===== src/rtl/sponge_pad_ctrl.sv =====
module sponge_pad_ctrl #(
  parameter int DW = 64,
  parameter int CW = 5
) (
  input  logic          clk_i,
  input  logic          rst_ni,
  input  logic [1:0]    mode_i,
  input  logic [2:0]    strength_i,
  input  logic          start_i,
  input  logic          process_i,
  input  logic          esc_i,
  input  logic          msg_valid_i,
  input  logic [DW-1:0] msg_data_i,
  input  logic [DW/8-1:0] msg_strb_i,
  output logic          msg_ready_o,
  input  logic [DW-1:0] pfx_word_i,
  output logic [CW-1:0] word_idx_o,
  output logic          perm_valid_o,
  output logic [DW-1:0] perm_data_o,
  input  logic          perm_ready_i,
  input  logic          perm_done_i,
  output logic          err_o
);
  localparam int NB = DW / 8;

  typedef enum logic [3:0] {
    S_IDLE, S_PFX, S_PFXW, S_MSG, S_MSGW, S_PAD, S_PEND, S_ZFILL, S_FLUSH, S_ERR
  } st_e;

  st_e st, nx;
  logic [CW-1:0] cnt, lim;
  logic proc_l;

  always_comb begin
    case (strength_i)
      3'd0:    lim = CW'(21);
      3'd1:    lim = CW'(18);
      3'd2:    lim = CW'(17);
      3'd3:    lim = CW'(13);
      default: lim = CW'(9);
    endcase
  end

  wire full    = (cnt == lim);
  wire last_w  = (cnt == lim - CW'(1));
  wire ack     = perm_valid_o & perm_ready_i;
  wire partial = msg_valid_i & ~(&msg_strb_i);
  wire pass    = ~full & ~partial & ~proc_l & ~process_i;

  logic [7:0] sfx;
  always_comb begin
    case (mode_i)
      2'd1:    sfx = 8'h1F;
      2'd2:    sfx = 8'h04;
      default: sfx = 8'h06;
    endcase
  end

  logic [3:0] nbytes;
  always_comb begin
    nbytes = '0;
    for (int b = 0; b < NB; b++) nbytes = nbytes + 4'(msg_strb_i[b]);
  end

  logic [DW-1:0] padw;
  always_comb begin
    for (int b = 0; b < NB; b++) begin
      if (partial && 4'(b) < nbytes)       padw[b*8 +: 8] = msg_data_i[b*8 +: 8];
      else if (4'(b) == (partial ? nbytes : 4'd0)) padw[b*8 +: 8] = sfx;
      else                                 padw[b*8 +: 8] = 8'h00;
    end
    if (last_w) padw[DW-1] = 1'b1;
  end

  always_comb begin
    nx = st;
    case (st)
      S_IDLE:  if (start_i) nx = (mode_i == 2'd2) ? S_PFX : S_MSG;
      S_PFX:   if (full) nx = S_PFXW;
      S_PFXW:  if (perm_done_i) nx = S_MSG;
      S_MSG: begin
        if (full)                      nx = S_MSGW;
        else if (partial)              nx = S_PAD;
        else if (proc_l || process_i)  nx = S_PAD;
      end
      S_MSGW:  if (perm_done_i) nx = S_MSG;
      S_PAD:   if (ack) nx = last_w ? S_PEND : S_ZFILL;
      S_PEND:  nx = S_FLUSH;
      S_ZFILL: if (full) nx = S_FLUSH;
      S_FLUSH: if (perm_done_i) nx = S_IDLE;
      S_ERR:   nx = S_ERR;
      default: nx = S_ERR;
    endcase
    if (esc_i) nx = S_ERR;
  end

  always_comb begin
    perm_valid_o = 1'b0;
    perm_data_o  = msg_data_i;
    msg_ready_o  = 1'b0;
    case (st)
      S_PFX: begin
        perm_valid_o = ~full;
        perm_data_o  = pfx_word_i;
      end
      S_MSG: begin
        perm_valid_o = pass & msg_valid_i;
        msg_ready_o  = pass & perm_ready_i;
      end
      S_PAD: begin
        perm_valid_o = 1'b1;
        perm_data_o  = padw;
        msg_ready_o  = partial & perm_ready_i;
      end
      S_ZFILL: begin
        perm_valid_o = ~full;
        perm_data_o  = {last_w, {(DW-1){1'b0}}};
      end
      default: ;
    endcase
  end

  always_ff @(posedge clk_i or negedge rst_ni) begin
    if (!rst_ni) begin
      st     <= S_IDLE;
      cnt    <= '0;
      proc_l <= 1'b0;
    end else begin
      st <= nx;
      if ((st == S_IDLE && start_i) || perm_done_i) cnt <= '0;
      else if (ack)                                 cnt <= cnt + CW'(1);
      if (st == S_IDLE)   proc_l <= 1'b0;
      else if (process_i) proc_l <= 1'b1;
    end
  end

  assign word_idx_o = cnt;
  assign err_o      = (st == S_ERR);

  a_r1_idle_quiet: assert property (@(posedge clk_i) disable iff (!rst_ni)
    (st == S_IDLE) |-> (!perm_valid_o && !msg_ready_o));
  a_r3_ready_needs_sink: assert property (@(posedge clk_i) disable iff (!rst_ni)
    msg_ready_o |-> perm_ready_i);
  a_r5_no_lane_past_limit: assert property (@(posedge clk_i) disable iff (!rst_ni)
    perm_valid_o |-> (cnt < lim));
  a_r5_count_bounded: assert property (@(posedge clk_i) disable iff (!rst_ni)
    cnt <= lim);
  a_r10_esc_enters: assert property (@(posedge clk_i) disable iff (!rst_ni)
    esc_i |=> err_o);
  a_r10_err_sticky: assert property (@(posedge clk_i) disable iff (!rst_ni)
    err_o |=> err_o);
  a_r10_err_quiet: assert property (@(posedge clk_i) disable iff (!rst_ni)
    err_o |-> (!perm_valid_o && !msg_ready_o));
endmodule


===== config.mk =====
export PLATFORM = sky130hd
export DESIGN_NAME = sponge_pad_ctrl
export DESIGN_NICKNAME = d
export VERILOG_FILES = /design/src/rtl/sponge_pad_ctrl.sv
export SDC_FILE = /design/constraint.sdc
export NUM_CORES = 1
export LEC_CHECK = 0
export ABC_AREA = 1
export BUFFER_PORTS_ARGS = -buffer_cell sky130_fd_sc_hd__buf_2
export CAP_MARGIN = 25
export CORE_AREA = 3 3 84 86
export CTS_BUF_LIST = sky130_fd_sc_hd__clkbuf_16
export CTS_CLUSTER_SIZE = 30
export DETAILED_ROUTE_END_ITERATION = 10
export DIE_AREA = 0 0 87 89
export PLACE_DENSITY_LB_ADDON = 0.15
export RECOVER_POWER = 50
export SKIP_CTS_REPAIR_TIMING = 1
export SLEW_MARGIN = 20
export SYNTH_ARGS = -nofsm -noshare
export SYNTH_HDL_FRONTEND = slang
export SYNTH_SLANG_ARGS = --single-unit

===== constraint.sdc =====
create_clock -name clk_i -period 6.46 [get_ports clk_i]
set_clock_uncertainty 0.1 [all_clocks]
set_input_delay 0.646 -clock clk_i [delete_from_list [all_inputs] [get_ports clk_i]]
set_output_delay 0.646 -clock clk_i [all_outputs]
set_load 0.01 [all_outputs]

* After elaboration in Yosys (flattened, before gate mapping)
Cells that the tools add are included. Widths: inputs -> output; s select.
Operators by class: add/sub/neg operators 9, multipliers 0, divide/modulo/power cells 0, magnitude comparators 8, equal/unequal tests 30, shift-type cells 0, muxes and demuxes 40, bitwise operators 13, reduce and logical (&&, ||, !) cells 20
Operators with widths (count):
- $pmux 64 s3 | 1
- $mux 8 | 16
- $mux 4 | 11
- $pmux 4 s8 | 1
- $pmux 5 s4 | 1
- $add 4x1->4 | 4
- $eq 3x4->1 const A | 4
- $eq 4x3->1 const B | 4
- $lt 3x4->1 const A | 4
- $ne 3x3->1 const B | 5
- $eq 5x5->1 | 2
- $mux 5 | 2
- $pmux 5 s2 | 1
- $logic_and 1x1->1 | 9
- $and 1x1->1 | 8
- $eq 2x4->1 const A | 2
- $eq 4x2->1 const B | 2
- $eq 4x4->1 const B | 2
- $logic_not 4->1 | 2
- $lt 1x4->1 const A | 2
- $lt 2x4->1 const A | 2
- $reduce_and 8->1 | 1
- $reduce_and 7->1 | 1
- $eq 3x2->1 const B | 2
- other kinds (21) | 31
Word-level totals: register bits 10, latch bits 0, RAM bits 0, bits in read-only memories 0, bits of input ports 149, output and inout port bits 72, word-level logic and storage cells 123, memories kept 0

* Logic depth before layout (Yosys ltp)
Gate-level depths: netlist of run 1.
word-level depth 13, mapped depth 18, depth with buffers taken out 18

* Worst setup path before layout of run 1
Ideal clock, no wire load.
path kind input to output, from in msg_strb_i[0], to out perm_data_o[49], arrival 3.803 ns, required time 5.714 ns, path slack 1.911 ns, stages 16, path buffers 1, path through fa_1 inv_1 fa_1 fa_1 inv_1 ha_1 inv_1 fa_1 xnor2_1 nor2_1 nor2_1 inv_1 o21ai_2 buf_6 nand3_2 o211ai_1
Between the ends: cells in the longest elaborated chain, start to end 12, elaborated cells on any way between the ends 17, those cells by class add/sub (7); order compare (1); eq/ne (1); mux (4); bitwise (2); reduce/logical (2)
RTL lines:
- from (decl) | RTL line 14 | input logic [DW/8-1:0] msg_strb_i,
- $add 1x1->2 | RTL line 62 | for (int b = 0; b < NB; b++) nbytes = nbytes + 4'(msg_strb_i[b]);
- $add 2x1->3 | RTL line 62
- $add 3x1->4 | RTL line 62
- $add 4x1->4 (4 in series) | RTL line 62
- $mux 4 | RTL line 69 | else if (4'(b) == (partial ? nbytes : 4'd0)) padw[b*8 +: 8] = sfx;
- $eq 3x4->1 | RTL line 69
- $mux 8 | RTL line 69
- $mux 8 (*) | RTL line 68 | if (partial && 4'(b) < nbytes) padw[b*8 +: 8] = msg_data_i[b*8 +: 8];
- $pmux 64 s3 (*) | RTL line 101 | case (st)
- to (decl) | RTL line 19 | output logic [DW-1:0] perm_data_o,
Every way passes the cells marked *; elsewhere a longest branch is shown, timed or not.

* Worst setup path in the final report of run 1
from reg st[1], to out perm_data_o[12]
Between the ends: cells in the longest elaborated chain, start to end 2, elaborated cells on any way between the ends 4, those cells by class eq/ne (3); mux (1)
RTL lines:
- from (decl) | RTL line 30 | st_e st, nx;
- from (signal assigned) | RTL line 129 | st <= nx;
- $eq 4x3->1 or $eq 4x1->1 (tied branches) | RTL line 101
- $pmux 64 s3 (*) | RTL line 101
Marked as above.

==> impl_metrics.env, run 1 <==
export IMPL_hpwl_um=9120
export IMPL_yosys_area_share_simple=0.516
export IMPL_crit_start="st[1]"
export IMPL_ir_drop_mv=0.191
export IMPL_synthMuxAreaShare=0
export IMPL_synth_compound_area_frac=0.184
export IMPL_diodes=0
export IMPL_cts_tree="yes"
export IMPL_ios=221
export IMPL_crit_end="perm_data_o[12]"
export IMPL_drc_errors=0
export IMPL_fmax_ghz=0.184
export IMPL_relSlewSlack=-0.365
export IMPL_drt_initial_drc_count=174
export IMPL_yosysWarnings=0
export IMPL_num_rows=29
export IMPL_critPathRequiredTime_ps=5710
export IMPL_synth_cell_area_um2=2550
export IMPL_p_clk_frac=0.096
export IMPL_p_int_mw=0.506
export IMPL_outcome="finished with violations"
export IMPL_ant_nets=0
export IMPL_antenna_found_initial=0
export IMPL_tightestPinTransition_ps=2050
export IMPL_track_usage=0.250
export IMPL_core_um2=6350
export IMPL_clk_pin_slew_ps=40
export IMPL_synth_distinct_cells=35
export IMPL_finalSetupViolCount=0
export IMPL_combPwrFrac=0.811
export IMPL_synth_top_family_by_area="simple AND/OR/NAND/NOR gates"
export IMPL_timing_rr_start="st[1]"
export IMPL_seqPwrFrac=0.093
export IMPL_grt_pass1_wl_um=15700
export IMPL_io_buffer_count=220
export IMPL_tns_ps=0
export IMPL_dp_slack_ps=1130
export IMPL_setup_worst_path_end_class="output pin"
export IMPL_synth_xor_area_frac=0.0171
export IMPL_cap_violations=1
export IMPL_synth_nets=642
export IMPL_p_sw_frac=0.566
export IMPL_hold_violations=0
export IMPL_die_w_um=87
export IMPL_clock_root_buffer="clkbuf_16"
export IMPL_ctsHtreeMaxLevel=1
export IMPL_grt_max_degree=51
export IMPL_areaGrowthSynthToFinish_pct=44.8
export IMPL_rsz0062_at_grt="false"
export IMPL_dr_total_vias=3934
export IMPL_globalplace_congestion=0.887
export IMPL_clk_path_buf_depth=2
export IMPL_slew_viol_final=51
export IMPL_reg2reg_setup_slack_ps=1820
export IMPL_num_nets_final=856
export IMPL_dr_pass1_iters=5
export IMPL_die_y_um=89
export IMPL_worstSkewPairLatency_ps=240
export IMPL_worstSetupPathType="register to output pin"
export IMPL_start_util=0.402
export IMPL_p_leak_nw=2.24
export IMPL_final_util=0.583
export IMPL_drive_gt1_frac=0.303
export IMPL_syn_avg_cell_area_um2=5.29
export IMPL_via_per_inst=5.09
export IMPL_hold_class="input pin to async pin"
export IMPL_dieArea_um2=7740
export IMPL_r2r_end="st[0]"
export IMPL_p_per_area_nw_per_um2=315
export IMPL_post_drt_wl_per_cell_um=13.9
export IMPL_p_sw_mw=0.660
export IMPL_nFillCells=686
export IMPL_grt_overflow=0
export IMPL_synthCells=483
export IMPL_worst_r2r_path_depth=11
export IMPL_wl_um=10700
export IMPL_critPathArrivalTime_ps=4690
export IMPL_cts_made_buffers=3
export IMPL_min_period_ps=5430
export IMPL_violations="capacitance limit, slew limit"
export IMPL_yosys_area_share_adder=0.0607
export IMPL_postLayoutSetupSlackWorst_ps=1030
export IMPL_crit_path_start_kind="register"
export IMPL_worstPathMaxFanout=50
export IMPL_ys_ff_latch=10
export IMPL_timing_final_crit_share=0.841
export IMPL_grt_pass1_vias=3419
export IMPL_seq_area_frac_synth=0.0979
export IMPL_cts_sinks=10
==> cell usage in the layout, fill, tap and decap left out, types with 2 or more instances in the layout <==
master / instances
a21oi_1: 18
a22o_1: 9
a22oi_1: 6
a32o_1: 2
buf_2: 194
clkbuf_1: 27
clkbuf_16: 3
dfrtp_1: 10
fa_1: 4
ha_1: 6
inv_1: 64
inv_2: 3
nand2_1: 193
nand3_1: 61
nand4_1: 7
nor2_1: 39
nor3_1: 3
o211ai_1: 11
o21ai_0: 6
o21ai_1: 9
o21ai_2: 3
or2_2: 3
xor2_1: 4
==> synth_stat cells (all sizes together) <==
master / count / area (um2)
nand2: 193 / 727
inv: 67 / 251
nand3: 62 / 320
nor2: 41 / 179
a21oi: 18 / 90.1
o21ai: 18 / 116
buf: 12 / 65.1
o211ai: 12 / 95.1
dfrtp: 10 / 250
a22o: 9 / 78.8
nand4: 7 / 43.8
a22oi: 6 / 45.0
ha: 6 / 75.1
fa: 4 / 80.1
xor2: 4 / 35.0
nor3: 3 / 15.0
or2: 3 / 18.8
a32o: 2 / 20.0
a211oi: 1 / 7.51
a21boi: 1 / 11.3
a31oi: 1 / 6.26
nand3b: 1 / 7.51
nor3b: 1 / 7.51
xnor2: 1 / 8.76
==> cells by family (layout without fill, tap and decap cells) <==
logic type / count (synthesis) / after routing
and+or+nand+nor: 311 / 311
buffers and inverters: 79 / 292
AOI/OAI and AO/OA: 68 / 68
adders and majority gates: 10 / 10
DFF: 10 / 10
xor gates and xnor gates: 5 / 5
==> sequential cells by signal, indices dropped and copies added (netlist names) <==
| register | cells |
|---|---|
| st | 4 |
| proc_l | 1 |
| word_idx_o | 5 |
==> worst max-delay path: stages (launching register included) <==
cell and delay (ps):
dfrtp_1 450, nor2_1 200, inv_1 90, nor2_1 840, clkbuf_1 1540, nor2_1 620, o21ai_0 270, nand2_1 150
nand2_1 80, nand2_1 40, buf_2 140
==> metal layers <==
layer | track usage | up-vias | part of all wire
met5 | 0 | - | 0
met3 | 0.0249 | 17 | 0.072
met1 | 0.306 | 1754 | 0.39
met4 | 0.0637 | 0 | 0.019
met2 | 0.465 | 168 | 0.52
li1 | - | 1995 | -
==> how the worst min path moves through the flow <==
stage                         end  slack [ps]
floorplan                  proc_l         250
global placement           proc_l         400
detailed placement          st[3]         420
CTS                        proc_l         170
global route        word_idx_o[1]         300
finish              word_idx_o[1]         260
==> through the flow <==
stage	instances	instance area, um2	total power [mW]	hold slack, ps
after floorplan	483	2550	0.742	250
after global placement	769	3700	1.07	400
after detailed placement	769	3700	1.08	418
after CTS	773	3780	1.20	169
after global routing	773	3700	1.29	304
final	773	3700	1.17	262
==> layout make-up <==
class | instances | area, um2 | area share
clock buffer | 3 | 75.1 | 0.0203
clock inverter | 1 | 3.75 | 0.00101
inverter | 67 | 251 | 0.0680
multi-input combinational | 394 | 1950 | 0.527
sequential | 10 | 250 | 0.0676
tap | 77 | 96.3 | 0.0260
timing repair buffer | 221 | 1070 | 0.290
==> power by group through the flow <==
stage / sequential, mW / clock, mW / combinational, mW
2_1_floorplan: 0.106 / 0 / 0.636
3_3_place_gp: 0.109 / 0 / 0.964
3_5_place_dp: 0.109 / 0 / 0.976
4_1_cts: 0.109 / 0.114 / 0.980
5_1_grt: 0.112 / 0.117 / 1.06
6_report: 0.109 / 0.112 / 0.945
Note: power is estimated with default switching activity, not from simulation.
==> inputs of run 2 (changes only) <==
--- a/config.mk
+++ b/config.mk
@@ -5,14 +5,14 @@
 export SDC_FILE = /design/constraint.sdc
 export NUM_CORES = 1
 export LEC_CHECK = 0
-export ABC_AREA = 1
+export ABC_AREA = 0
 export BUFFER_PORTS_ARGS = -buffer_cell sky130_fd_sc_hd__buf_2
 export CAP_MARGIN = 25
-export CORE_AREA = 3 3 84 86
+export CORE_MARGIN = 3
+export CORE_UTILIZATION = 33
 export CTS_BUF_LIST = sky130_fd_sc_hd__clkbuf_16
 export CTS_CLUSTER_SIZE = 30
 export DETAILED_ROUTE_END_ITERATION = 10
-export DIE_AREA = 0 0 87 89
 export PLACE_DENSITY_LB_ADDON = 0.15
 export RECOVER_POWER = 50
 export SKIP_CTS_REPAIR_TIMING = 1
==> constraint.sdc (replaced) <==
create_clock -name clk_i -period 4.4 [get_ports clk_i]
set_clock_uncertainty 0.1 [all_clocks]
set_input_delay 0.44 -clock clk_i [delete_from_list [all_inputs] [get_ports clk_i]]
set_output_delay 0.44 -clock clk_i [all_outputs]
set_load 0.01 [all_outputs]
==> impl_metrics.env, run 2 <==
export IMPL_outcome="finished with violations"
export IMPL_violations="setup timing"
export IMPL_wl_met3_um=736
export IMPL_io_buffer_count=220
export IMPL_synth_distinct_cells=67
export IMPL_dr_pass1_iters=4
export IMPL_p_per_area_nw_per_um2=420
export IMPL_ios=221
export IMPL_synthTopCellsByArea="a221o_1, dfrtp_1, a22o_1"
export IMPL_via_per_inst=5.66
export IMPL_cts_tree="yes"
export IMPL_yosysWarnings=0
export IMPL_rsz0062_at_grt="true"
export IMPL_post_drt_wl_per_cell_um=19.2
export IMPL_top_layer="met4"
export IMPL_ant_nets=0
export IMPL_worstSkewPairLatency_ps=240
export IMPL_dp_cells=603
export IMPL_critPathArrivalTime_ps=4050
export IMPL_tns_ps=-2720
export IMPL_cap_violations=0
export IMPL_hpwl_um=9700
export IMPL_num_rows=29
export IMPL_num_nets_final=694
export IMPL_dieArea_um2=7770
export IMPL_final_cell_mix="buf_2, a221o_1, nor2_1"
export IMPL_wl_um=11900
export IMPL_hold_class="input pin to register"
export IMPL_core_um2=6460
export IMPL_synth_nets=452
export IMPL_async_flop_share=1.00
export IMPL_tightestPinTransition_ps=711
export IMPL_crit_path_start_kind="input pin"
export IMPL_synthCells=293
export IMPL_seq_area_frac_synth=0.112
export IMPL_finalSetupViolCount=41
export IMPL_ctsHtreeMaxLevel=1
export IMPL_die_y_um=88.1
export IMPL_crit_end="perm_data_o[16]"
export IMPL_worstSetupPathType="input pin to output pin"
export IMPL_p_clk_frac=0.098
export IMPL_ir_drop_mv=0.220
export IMPL_setup_worst_path_end_class="output pin"
export IMPL_synth_edf_count=0
export IMPL_slew_viol_final=0
export IMPL_critPathRequiredTime_ps=3860
export IMPL_clock_root_buffer="clkbuf_16"
export IMPL_track_usage=0.273
export IMPL_yosys_top_cells_count="a221o_1, nor2_1, nand2_1"
export IMPL_worst_r2r_path_depth=6
export IMPL_cts_sinks=10
export IMPL_drt_initial_drc_count=171
export IMPL_relSlewSlack=0.524
export IMPL_grt_pass1_vias=3189
export IMPL_areaGrowthSynthToFinish_pct=75.5
export IMPL_drc_errors=0
export IMPL_cts_made_buffers=3
export IMPL_final_common_cell="buf_2"
export IMPL_start_util=0.345
export IMPL_antenna_found_initial=7
export IMPL_p_int_mw=0.843
export IMPL_die_w_um=88.1
export IMPL_synthFlopType="dfrtp_1"
export IMPL_r2r_end="word_idx_o[3]"
export IMPL_grt_pass1_wl_um=16300
export IMPL_p_leak_nw=1.95
export IMPL_postLayoutSetupSlackWorst_ps=-191
export IMPL_largest_reg_flops=5
export IMPL_min_period_ps=4590
export IMPL_p_sw_frac=0.486
export IMPL_synth_cell_area_um2=2230
export IMPL_reg2reg_setup_slack_ps=1590
export IMPL_clk_pin_slew_ps=40
export IMPL_crit_start="msg_strb_i[0]"
export IMPL_globalplace_congestion=0.953
export IMPL_wl_met1_um=4440
export IMPL_clk_path_buf_depth=2
export IMPL_ys_ff_latch=10
export IMPL_grt_max_degree=27
export IMPL_fmax_ghz=0.218
export IMPL_timing_rr_start="st[2]"
export IMPL_wl_met2_um=6370
export IMPL_grt_overflow=0
export IMPL_synth_top_area_share=0.139
export IMPL_dr_total_vias=3495
export IMPL_timing_final_crit_share=1.04
export IMPL_worstPathMaxFanout=3
export IMPL_combPwrFrac=0.806
export IMPL_syn_avg_cell_area_um2=7.60
export IMPL_yosys_area_top_type="a221o_1"
export IMPL_drive_gt1_frac=0.550
export IMPL_seqPwrFrac=0.095
export IMPL_nFillCells=637
export IMPL_fin_cells=617
export IMPL_p_sw_mw=0.798
export IMPL_hold_violations=0
## run 2: power groups by stage
stage	Sequential [mW]	Combinational (mW)	Clock (mW)
2_1_floorplan	0.115	0.707	0
3_3_place_gp	0.155	1.17	0
4_1_cts	0.155	1.18	0.162
6_report	0.157	1.32	0.161
5_1_grt	0.161	1.43	0.165
3_5_place_dp	0.156	1.17	0
## run 2: cells by family after synthesis
group | count (synthesis) | synth area share
adders and majority gates | 11 | 0.0742
AOI/OAI and AO/OA | 114 | 0.423
DFF | 10 | 0.112
muxes | 4 | 0.0191
xor gates and xnor gates | 7 | 0.0343
buffers and inverters | 34 | 0.0618
and+or+nand+nor | 113 | 0.275
## run 2: worst max-delay path, stage by stage
cell     delay (ps)
buf_8           100
fa_1            520
inv_1            50
fa_1            490
fa_1            400
inv_1            70
ha_2            180
inv_2            40
fa_2            550
inv_2            70
buf_4           150
nand2_1         110
a21oi_1          80
o31a_1          330
a221o_1         330
buf_2           150
## run 2: routing by layer
metal / global-route usage / vias up
li1: - / 1647
met5: 0 / -
met4: 0.115 / 0
met3: 0.0348 / 18
met1: 0.326 / 1691
met2: 0.490 / 139
## run 2: how the worst min path moves through the flow
stage / to / from / cells past startpoint
after floorplan: proc_l / rst_ni / 0
after global placement: word_idx_o[0] / rst_ni / 1
after detailed placement: word_idx_o[0] / rst_ni / 1
after CTS: st[2] / rst_ni / 1
after global routing: st[2] / esc_i / 2
final: st[2] / esc_i / 2
## run 2: final cells by class
cell class              count  area [um2]  share of cell area
multi-input cells         249        2020               0.518
repair buffers            252        1370               0.351
diodes                      7        17.5             0.00448
inverters                  19        71.3              0.0183
flip-flops and latches     10         250              0.0640
clock buffers               3        75.1              0.0192
well taps                  77        96.3              0.0247
## run 2: metrics by stage
stage               worst slack, ps  utilization  hold WS [ps]  area, um2  power (mW)
finish                         -191        0.605           321       3910        1.64
global route                   -285        0.605           344       3910        1.75
CTS                            -390        0.565         -25.9       3650        1.50
detailed placement             -379        0.554           226       3580        1.33
global placement               -341        0.554           220       3580        1.32
floorplan                      29.8            -          44.4       2230       0.823
==> inputs of run 3 (changes only) <==
--- a/config.mk
+++ b/config.mk
@@ -15,6 +15,7 @@
 export DETAILED_ROUTE_END_ITERATION = 10
 export PLACE_DENSITY_LB_ADDON = 0.15
 export RECOVER_POWER = 50
+export SETUP_SLACK_MARGIN = 0.02
 export SKIP_CTS_REPAIR_TIMING = 1
 export SLEW_MARGIN = 20
 export SYNTH_ARGS = -nofsm -noshare
==> impl_metrics.env, run 3 (synthesized netlist as in run 2, its figures left out) <==
export IMPL_outcome="finished with violations"
export IMPL_violations="setup timing"
export IMPL_cts_made_buffers=3
export IMPL_clk_path_buf_depth=2
export IMPL_hpwl_um=9700
export IMPL_core_um2=6460
export IMPL_p_sw_frac=0.485
export IMPL_die_w_um=88.1
export IMPL_worstSetupPathType="input pin to output pin"
export IMPL_relSlewSlack=0.518
export IMPL_worstPathMaxFanout=3
export IMPL_finalSetupViolCount=40
export IMPL_critPathArrivalTime_ps=4040
export IMPL_min_period_ps=4580
export IMPL_ir_drop_mv=0.220
export IMPL_dr_total_vias=3495
export IMPL_rsz0062_at_grt="true"
export IMPL_p_sw_mw=0.795
export IMPL_postLayoutSetupSlackWorst_ps=-182
export IMPL_dieArea_um2=7770
export IMPL_seqPwrFrac=0.095
export IMPL_grt_pass1_vias=3189
export IMPL_worstSkewPairLatency_ps=240
export IMPL_start_util=0.345
export IMPL_track_usage=0.273
export IMPL_wl_um=11800
export IMPL_grt_pass1_wl_um=16300
export IMPL_largest_reg_flops=5
export IMPL_fmax_ghz=0.218
export IMPL_critPathRequiredTime_ps=3860
export IMPL_fin_cells=617
export IMPL_dp_cells=603
export IMPL_globalplace_congestion=0.953
export IMPL_antenna_found_initial=7
export IMPL_final_util=0.605
export IMPL_num_rows=29
export IMPL_via_per_inst=5.66
export IMPL_p_total_mw=1.64
export IMPL_crit_path_start_kind="input pin"
export IMPL_io_buffer_count=220
export IMPL_grt_overflow=0
export IMPL_post_drt_wl_per_cell_um=19.2
export IMPL_ant_nets=0
export IMPL_cts_sinks=10
export IMPL_p_clk_frac=0.098
export IMPL_ios=221
export IMPL_grt_max_degree=27
export IMPL_cts_tree="yes"
export IMPL_ctsHtreeMaxLevel=1
export IMPL_drc_errors=0
export IMPL_clk_pin_slew_ps=40
export IMPL_drt_initial_drc_count=179
export IMPL_clock_root_buffer="clkbuf_16"
export IMPL_areaGrowthSynthToFinish_pct=75.5
export IMPL_placed_area_um2=3580
export IMPL_p_per_area_nw_per_um2=419
export IMPL_cap_violations=0
export IMPL_num_nets_final=694
export IMPL_dr_pass1_iters=5
export IMPL_hold_violations=0
export IMPL_setup_worst_path_end_class="output pin"
export IMPL_tightestPinTransition_ps=720
export IMPL_hold_class="input pin to register"
export IMPL_final_cell_area_um2=3910
export IMPL_combPwrFrac=0.806
export IMPL_p_leak_nw=1.95
export IMPL_final_common_cell="buf_2"
export IMPL_final_cell_mix="buf_2, a221o_1, nor2_1"
export IMPL_timing_final_crit_share=1.04
export IMPL_tns_ps=-2530
export IMPL_die_y_um=88.1
export IMPL_slew_viol_final=0
export IMPL_p_int_mw=0.843
export IMPL_drive_gt1_frac=0.550
==> run 3: final cells by class <==
class / count / area [um2]
timing repair buffer: 252 / 1370
tap: 77 / 96.3
inverter: 19 / 71.3
fill: 637 / 2550
antenna: 7 / 17.5
clock buffer: 3 / 75.1
multi-input combinational: 249 / 2020
sequential: 10 / 250
==> run 3: power groups by stage <==
stage / clock, mW / combinational [mW] / sequential, mW
after global placement: 0 / 1.17 / 0.155
after floorplan: 0 / 0.707 / 0.115
after global routing: 0.165 / 1.43 / 0.161
after detailed placement: 0 / 1.17 / 0.156
after CTS: 0.162 / 1.18 / 0.155
final: 0.161 / 1.32 / 0.156
==> run 3: through the flow <==
step	worst slack [ps]	hold WS (ps)
after global placement	-341	220
after detailed placement	-379	226
final	-182	321
after global routing	-285	344
after floorplan	29.8	44.4
after CTS	-390	-25.9
==> run 3: worst max-delay path, cell delays in order <==
cell and delay [ps]:
buf_8 100, fa_1 520, inv_1 50, fa_1 490
fa_1 400, inv_1 70, ha_2 180, inv_2 40
fa_2 550, inv_2 70, buf_4 150, nand2_1 100
a21oi_1 80, o31a_1 330, a221o_1 330, buf_2 150
==> run 3: worst paths after layout <==
check | from | to | slack, ps | cells after the start
setup / recovery | msg_strb_i[0] | perm_data_o[16] | -180 | 16
max in group asynchronous | rst_ni | word_idx_o[2] | 3160 | 2
hold reg to reg | proc_l | proc_l | 410 | 2
min in group asynchronous | rst_ni | st[2] | 630 | 2
hold / removal | esc_i | st[2] | 320 | 2
setup reg to reg | st[2] | word_idx_o[3] | 1610 | 6
==> run 3: routing by layer <==
metal	up-vias	track usage	wire [um]
li1	1649	-	-
met1	1683	0.326	4400
met2	145	0.490	6350
met3	18	0.0348	779
met4	0	0.115	303
met5	-	0	0
